<file path="src/rtl/dtag_pkg.sv">
package dtag_pkg;
  typedef enum logic [2:0] {
    CLS_NONE  = 3'd0,
    CLS_ALU   = 3'd1,
    CLS_LOAD  = 3'd2,
    CLS_STORE = 3'd3,
    CLS_AMO   = 3'd4
  } op_cls_e;

  // Mask field slots, in control-word order (slot k sits at bits k*TAG_W +: TAG_W)
  localparam int unsigned FLD_ALU_CHK  = 0;
  localparam int unsigned FLD_ALU_PROP = 1;
  localparam int unsigned FLD_LD_CHK   = 2;
  localparam int unsigned FLD_LD_PROP  = 3;
  localparam int unsigned FLD_ST_CHK   = 4;
  localparam int unsigned FLD_ST_PROP  = 5;
  localparam int unsigned FLD_ST_KEEP  = 6;
  localparam int unsigned NUM_FLDS     = 7;

  localparam int unsigned OP_W = 3;
endpackage

</file>
<file path="src/rtl/dtag_mask_decode.sv">
module dtag_mask_decode #(
  parameter int unsigned TAG_W  = 4,
  parameter int unsigned CTRL_W = 64,
  localparam int unsigned NFLD  = dtag_pkg::NUM_FLDS,
  localparam int unsigned USED_W = NFLD * TAG_W
) (
  input  logic [CTRL_W-1:0]          ctrl_i,
  output logic [NFLD-1:0][TAG_W-1:0] fld_o
);
  for (genvar k = 0; k < NFLD; k++) begin : g_fld
    assign fld_o[k] = ctrl_i[k*TAG_W +: TAG_W];
  end

  if (CTRL_W > USED_W) begin : g_spare
    logic unused_spare;
    assign unused_spare = ^ctrl_i[CTRL_W-1:USED_W];
  end
endmodule

</file>
<file path="src/rtl/dtag_alu_path.sv">
module dtag_alu_path #(
  parameter int unsigned TAG_W = 4
) (
  input  logic             en_i,
  input  logic [TAG_W-1:0] rs1_tag_i,
  input  logic [TAG_W-1:0] rs2_tag_i,
  input  logic             rs2_imm_i,
  input  logic [TAG_W-1:0] prop_i,
  input  logic [TAG_W-1:0] chk_i,
  output logic [TAG_W-1:0] tag_o,
  output logic             fault_o
);
  logic [TAG_W-1:0] src2;
  logic [TAG_W-1:0] merged;

  always_comb begin
    src2    = rs2_imm_i ? '0 : rs2_tag_i;
    merged  = rs1_tag_i | src2;
    tag_o   = en_i ? (merged & prop_i) : '0;
    fault_o = en_i && ((merged & chk_i) != '0);
  end

  // A fault needs an enabled ALU op and a nonzero check mask
  always_comb begin
    p_alu_fault_mask_r4: assert (!fault_o || (en_i && chk_i != '0))
      else $error("ALU fault without check mask");
    // Result bits are always a subset of the propagate mask
    p_alu_tag_subset_r2: assert ((tag_o & ~prop_i) == '0)
      else $error("ALU tag outside propagate mask");
  end
endmodule

</file>
<file path="src/rtl/dtag_mem_path.sv">
module dtag_mem_path #(
  parameter int unsigned TAG_W = 4
) (
  input  logic             ld_en_i,
  input  logic             st_en_i,
  input  logic [TAG_W-1:0] mem_tag_i,
  input  logic [TAG_W-1:0] rs2_tag_i,
  input  logic [TAG_W-1:0] ld_prop_i,
  input  logic [TAG_W-1:0] ld_chk_i,
  input  logic [TAG_W-1:0] st_prop_i,
  input  logic [TAG_W-1:0] st_keep_i,
  input  logic [TAG_W-1:0] st_chk_i,
  output logic [TAG_W-1:0] ld_tag_o,
  output logic [TAG_W-1:0] st_tag_o,
  output logic             ld_fault_o,
  output logic             st_fault_o
);
  always_comb begin
    ld_tag_o   = ld_en_i ? (mem_tag_i & ld_prop_i) : '0;
    ld_fault_o = ld_en_i && ((mem_tag_i & ld_chk_i) != '0);
    st_tag_o   = st_en_i ? ((mem_tag_i & st_keep_i) | (rs2_tag_i & st_prop_i)) : '0;
    st_fault_o = st_en_i && ((mem_tag_i & st_chk_i) != '0);
  end

  always_comb begin
    // Protected bits of the old memory tag survive a store
    p_keep_bits_r7: assert (!st_en_i || ((mem_tag_i & st_keep_i & ~st_tag_o) == '0))
      else $error("store cleared a kept tag bit");
    // Load result never exceeds the memory tag
    p_load_subset_r5: assert ((ld_tag_o & ~mem_tag_i) == '0)
      else $error("load tag has bits not in memory tag");
  end
endmodule

</file>
<file path="src/rtl/dtag_out_stage.sv">
module dtag_out_stage #(
  parameter int unsigned TAG_W   = 4,
  parameter int unsigned CAUSE_W = 5,
  parameter logic [CAUSE_W-1:0] CAUSE_CODE = 5'h10,
  parameter bit          REG_OUT = 1'b1
) (
  input  logic               clk,
  input  logic               rst,
  input  logic [TAG_W-1:0]   rd_tag_d,
  input  logic               rd_we_d,
  input  logic [TAG_W-1:0]   mem_tag_d,
  input  logic               mem_we_d,
  input  logic               fault_d,
  output logic [TAG_W-1:0]   rd_tag_q,
  output logic               rd_we_q,
  output logic [TAG_W-1:0]   mem_tag_q,
  output logic               mem_we_q,
  output logic               fault_q,
  output logic [CAUSE_W-1:0] cause_q
);
  logic [CAUSE_W-1:0] cause_d;
  assign cause_d = fault_d ? CAUSE_CODE : '0;

  if (REG_OUT) begin : g_reg
    always_ff @(posedge clk) begin
      if (rst) begin
        rd_tag_q  <= '0;
        rd_we_q   <= 1'b0;
        mem_tag_q <= '0;
        mem_we_q  <= 1'b0;
        fault_q   <= 1'b0;
        cause_q   <= '0;
      end else begin
        rd_tag_q  <= rd_tag_d;
        rd_we_q   <= rd_we_d;
        mem_tag_q <= mem_tag_d;
        mem_we_q  <= mem_we_d;
        fault_q   <= fault_d;
        cause_q   <= cause_d;
      end
    end
  end else begin : g_comb
    logic unused_clk;
    assign unused_clk = clk ^ rst;
    assign rd_tag_q  = rd_tag_d;
    assign rd_we_q   = rd_we_d;
    assign mem_tag_q = mem_tag_d;
    assign mem_we_q  = mem_we_d;
    assign fault_q   = fault_d;
    assign cause_q   = cause_d;
  end
endmodule

</file>
<file path="src/rtl/dtag_unit.sv">
module dtag_unit #(
  parameter int unsigned TAG_W   = 4,
  parameter int unsigned CTRL_W  = 64,
  parameter int unsigned CAUSE_W = 5,
  parameter bit          REG_OUT = 1'b1
) (
  input  logic                      clk,
  input  logic                      rst,
  input  logic [dtag_pkg::OP_W-1:0] op_cls_i,
  input  logic [TAG_W-1:0]          rs1_tag_i,
  input  logic [TAG_W-1:0]          rs2_tag_i,
  input  logic                      rs2_imm_i,
  input  logic [TAG_W-1:0]          mem_tag_i,
  input  logic [CTRL_W-1:0]         tag_ctrl_i,
  output logic [TAG_W-1:0]          rd_tag_o,
  output logic                      rd_tag_we_o,
  output logic [TAG_W-1:0]          mem_tag_o,
  output logic                      mem_tag_we_o,
  output logic                      fault_o,
  output logic [CAUSE_W-1:0]        cause_o
);
  import dtag_pkg::*;

  localparam logic [CAUSE_W-1:0] TAG_FAULT_CAUSE = CAUSE_W'(5'h10);

  logic [NUM_FLDS-1:0][TAG_W-1:0] fld;
  logic is_alu, do_load, do_store;
  logic [TAG_W-1:0] alu_tag, ld_tag, st_tag;
  logic alu_fault, ld_fault, st_fault;

  always_comb begin
    is_alu   = (op_cls_i == CLS_ALU);
    do_load  = (op_cls_i == CLS_LOAD)  || (op_cls_i == CLS_AMO);
    do_store = (op_cls_i == CLS_STORE) || (op_cls_i == CLS_AMO);
  end

  dtag_mask_decode #(.TAG_W(TAG_W), .CTRL_W(CTRL_W)) u_dec (
    .ctrl_i (tag_ctrl_i),
    .fld_o  (fld)
  );

  dtag_alu_path #(.TAG_W(TAG_W)) u_alu (
    .en_i      (is_alu),
    .rs1_tag_i (rs1_tag_i),
    .rs2_tag_i (rs2_tag_i),
    .rs2_imm_i (rs2_imm_i),
    .prop_i    (fld[FLD_ALU_PROP]),
    .chk_i     (fld[FLD_ALU_CHK]),
    .tag_o     (alu_tag),
    .fault_o   (alu_fault)
  );

  dtag_mem_path #(.TAG_W(TAG_W)) u_mem (
    .ld_en_i    (do_load),
    .st_en_i    (do_store),
    .mem_tag_i  (mem_tag_i),
    .rs2_tag_i  (rs2_tag_i),
    .ld_prop_i  (fld[FLD_LD_PROP]),
    .ld_chk_i   (fld[FLD_LD_CHK]),
    .st_prop_i  (fld[FLD_ST_PROP]),
    .st_keep_i  (fld[FLD_ST_KEEP]),
    .st_chk_i   (fld[FLD_ST_CHK]),
    .ld_tag_o   (ld_tag),
    .st_tag_o   (st_tag),
    .ld_fault_o (ld_fault),
    .st_fault_o (st_fault)
  );

  dtag_out_stage #(
    .TAG_W(TAG_W), .CAUSE_W(CAUSE_W), .CAUSE_CODE(TAG_FAULT_CAUSE), .REG_OUT(REG_OUT)
  ) u_out (
    .clk       (clk),
    .rst       (rst),
    .rd_tag_d  (alu_tag | ld_tag),
    .rd_we_d   (is_alu | do_load),
    .mem_tag_d (st_tag),
    .mem_we_d  (do_store),
    .fault_d   (alu_fault | ld_fault | st_fault),
    .rd_tag_q  (rd_tag_o),
    .rd_we_q   (rd_tag_we_o),
    .mem_tag_q (mem_tag_o),
    .mem_we_q  (mem_tag_we_o),
    .fault_q   (fault_o),
    .cause_q   (cause_o)
  );

  // Cause value tracks the fault flag
  p_cause_match_r10: assert property (@(posedge clk) disable iff (rst)
    fault_o ? (cause_o == TAG_FAULT_CAUSE) : (cause_o == '0));

  if (REG_OUT) begin : g_chk
    logic primed;
    always_ff @(posedge clk) begin
      if (rst) primed <= 1'b0;
      else     primed <= 1'b1;
    end

    // Idle and unused classes leave the outputs quiet
    p_none_quiet_r12: assert property (@(posedge clk) disable iff (rst || !primed)
      ($past(op_cls_i) == CLS_NONE || $past(op_cls_i) > CLS_AMO) |->
        (!rd_tag_we_o && !mem_tag_we_o && !fault_o && rd_tag_o == '0 && mem_tag_o == '0));

    // All-zero control word yields no tag and no fault
    p_zero_ctrl_r11: assert property (@(posedge clk) disable iff (rst || !primed)
      ($past(tag_ctrl_i) == '0) |-> (!fault_o && rd_tag_o == '0 && mem_tag_o == '0));

    // Strobes follow the class seen one edge earlier
    p_strobe_latency_r13: assert property (@(posedge clk) disable iff (rst || !primed)
      (mem_tag_we_o == ($past(op_cls_i) == CLS_STORE || $past(op_cls_i) == CLS_AMO)));

    // Atomic op writes both targets
    p_amo_both_r9: assert property (@(posedge clk) disable iff (rst)
      (op_cls_i == CLS_AMO) |=> (rd_tag_we_o && mem_tag_we_o));

    // Reset clears outputs
    p_reset_clear_r1: assert property (@(posedge clk)
      $past(rst) && primed == 1'b0 && !rst |-> (!fault_o && !rd_tag_we_o && !mem_tag_we_o));
  end
endmodule

</file>
<file path="config.mk">
export PLATFORM = sky130hd
export DESIGN_NAME = dtag_unit
export DESIGN_NICKNAME = d
export VERILOG_FILES = /design/src/rtl/dtag_pkg.sv /design/src/rtl/dtag_mask_decode.sv /design/src/rtl/dtag_alu_path.sv /design/src/rtl/dtag_mem_path.sv /design/src/rtl/dtag_out_stage.sv /design/src/rtl/dtag_unit.sv
export SDC_FILE = /design/constraint.sdc
export NUM_CORES = 1
export LEC_CHECK = 0
export ABC_AREA = 1
export BUFFER_PORTS_ARGS = -buffer_cell sky130_fd_sc_hd__buf_4
export CAP_MARGIN = 10
export CORE_ASPECT_RATIO = 0.7
export CORE_UTILIZATION = 25
export CTS_CLUSTER_SIZE = 8
export DETAILED_ROUTE_END_ITERATION = 10
export PLACE_DENSITY = 0.85
export SYNTH_ARGS = -nofsm -noshare
export SYNTH_HDL_FRONTEND = slang
export SYNTH_SLANG_ARGS = --single-unit
</file>
<file path="constraint.sdc">
create_clock -name clk -period 0.86 [get_ports clk]
set_clock_uncertainty 0.1 [all_clocks]
set_input_delay 0.215 -clock clk [delete_from_list [all_inputs] [get_ports clk]]
set_output_delay 0.215 -clock clk [all_outputs]
set_load 0.01 [all_outputs]
</file>
==> impl_results.md <==
* Outcome: complete, but fails checks
* Failing checks: setup timing
* Switching fraction of total power at 26.39%
* Hold depth at 2
* First-pass iteration count of the detailed router at 4
* Rows at 14
* Commonest cells after routing, fill and taps aside: buf_4 (47), nand2_1 (32), buf_6 (15), dfxtp_2 (10), nand3_1 (9)
* Final net count at around 240
* Final setup viols at 12
* Die height at roughly 43 um
* Total gr overflow at 0
* CP Launch Type: register
* Cell accounting for the most synthesized area: dfxtp_1
* CTS HTree Levels at 1
* Final HPWL DP at 1869 um
* Final Cell Area at between 1000 and 1500 um2
* Core Box Area at about 2200 um2
* Power share of the combinational group at roughly a third
* Min-Delay Path Class: input port to register
* Yosys reg bits at 11
* Critical-path top delay cell: dfxtp_2
* Horiz. Die Dim at 61.19 um
* Final period util at 118.0%
* Hold path startpoint: rst
* Diode count at 0
* CP delay by family, top: flip-flops
* Final ANT Viol Nets at 0
* Wire per inst at 11.34 um
* Root Buffer: clkbuf_4
* Endpoint class of the critical path: output pin
* # port buffers at 57
* Synth Instances at 92
* Most common cell after layout, fill and taps aside: buf_4
* Post-CTS setup buffers at 0
* Residual DRC at 0
* Final WS setup at -0.1544 ns
* Sequential-to-total area share from yosys stat at roughly 36%
* Max Clk Rate at slightly below 1000 MHz
* Area after DPL at around 1100 um2
* Switching power total at between 0.3 and 0.4 mW
* Crit path DAT at around 0.70 ns
* Clock network fraction of total power at approximately a quarter
* CP cell instances: buf_6
* Layout cells sized above 1 at just over 60%
* P_leak at 0.6420 nW
* Clk pin slew, worst setup/hold paths at approximately 0.060 ns
* Buf/Inv on CP at 1
* Die area at approximately 2700 um2
* Max Slew Vio Count at 0
* Global-route wire length before repair at between 3000 and 4000 um
* RSZ-0062 raised after global routing: yes
* Critical Path RT at approximately 0.54 ns
* Routability Congestion at approximately 0.94
* Syn Area/Cell at 6.664 um2
* Critical Path Max Stage Delay at ~0.33 ns
* CP max FO at 2
* Max clock buf depth at 2
* Post-Place Cells at roughly 180
* CTS tree: yes
* Overall Global Routing Usage at between 10% and 20%
* Power, Total at between 1 and 1.5 mW
* Worst Hold Path EP: u_out.cause_q[4]$_SDFF_PP0_
* Initial antenna violation count at 0
* Critical path type: register to output pin
* Power per cell area at approximately 1000 nW/um2
* Ys Warns at 0
* Area contributors post-synth: dfxtp_1 (36%), nand2_1 (21%), nand3_1 (8.2%)
* Final WL at about 2100 um
* Total Negative Setup Slacks at -1.678 ns
* Crit path time final at between 1 and 1.5 ns
* Largest net degree at the start of global routing at 8
* Max Cap Violations at 0
* Synth top area share at roughly 36%
* Max VDD drop at just under 0.0004 V
* Yosys cell types at 16
* Non-Filler Instances at 188
* DR vias/cell at approximately 4.4
* I/O Pins at 98
* Pint at 0.9611 mW
* Final hold violations at 0
* Syn-to-layout area delta at 103.3%
* Syn Std Cell Area at 613.1 um2
* TritonCTS Buffers at 3
* DR iter-0 viols at 15
* Via count at approximately 820
* Sequential power share at between 40% and 50%
* Vias in the first global route at between 800 and 900
* # clock sinks at 11
* Initial Util at 27.56%
==> per-stage QoR <==
step	setup slack [ns]	utilization [%]	hold slack, ns
after floorplan	-0.0006516	-	0.1841
after global placement	-0.2560	50.79	0.3452
after detailed placement	-0.2939	50.79	0.3467
after CTS	-0.1586	55.06	0.06350
after global routing	-0.1893	56.02	0.06216
final	-0.1544	56.02	0.07566
==> state kept, by name (all words and copies together), names as in the netlist <==
register,flops
u_out.rd_we_q,1
u_out.rd_tag_q,4
u_out.cause_q,1
u_out.mem_we_q,1
u_out.mem_tag_q,4
==> synth_stat cells <==
master and instances:
a21oi_1 6, a21oi_2 4, and2_4 1, buf_4 5, conb_1 1, dfxtp_1 11, inv_1 8, inv_2 2
nand2_1 35, nand3_1 10, nand3_2 1, nor2_1 4, nor2_4 1, nor3_2 1, o21ai_0 1, o21bai_1 1
==> final cells by class <==
cell class                 instances  area, um2
tap                               32      40.04
timing repair buffer              62      521.8
fill                             215      978.4
clock buffer                       4      26.28
inverter                          10      61.31
multi-input combinational         69      364.1
sequential                        11      232.7
==> cells by family after synthesis <==
group | count (synthesis) | synth area share [%]
buf+inv | 15 | 12.25
simple gates | 53 | 38.57
other cells | 1 | 0.6117
flops | 11 | 35.92
compound gates | 12 | 12.65
==> routing by layer <==
| metal | share of wire (%) | vias to the layer above | global-route usage, % |
|---|---|---|---|
| met5 | 0 | - | 0 |
| met4 | 3.4 | 0 | 13.18 |
| met3 | 8.7 | 8 | 5.075 |
| met2 | 52 | 60 | 30.43 |
| met1 | 35 | 345 | 17.15 |
| li1 | - | 410 | - |
==> worst max path at each step <==
| stage | end | cells past startpoint | from |
|---|---|---|---|
| after floorplan | u_out.cause_q[4]$_SDFF_PP0_ | 6 | op_cls_i[0] |
| after global placement | u_out.cause_q[4]$_SDFF_PP0_ | 7 | op_cls_i[0] |
| after detailed placement | u_out.cause_q[4]$_SDFF_PP0_ | 7 | op_cls_i[0] |
| after CTS | fault_o | 1 | u_out.cause_q[4]$_SDFF_PP0_ |
| after global routing | fault_o | 1 | u_out.cause_q[4]$_SDFF_PP0_ |
| final | fault_o | 1 | u_out.cause_q[4]$_SDFF_PP0_ |
==> repair_timing <==
action | 4_1_cts | 5_1_grt
hold endpoints to repair | 0 | 0
hold buffers | 0 | 0
gates resized for setup | 23 | 11
endpoints found under the setup margin | 13 | 13
pin swaps | 3 | 2
==> power groups by stage <==
stage               Sequential (mW)  Combinational, mW  Clock (mW)
finish                        0.544              0.435       0.327
detailed placement            0.548              0.400           0
CTS                           0.544              0.422       0.336
floorplan                     0.558              0.144           0
global placement              0.547              0.391           0
global route                  0.546              0.470       0.376
Note: power is estimated with default switching activity, not from simulation.
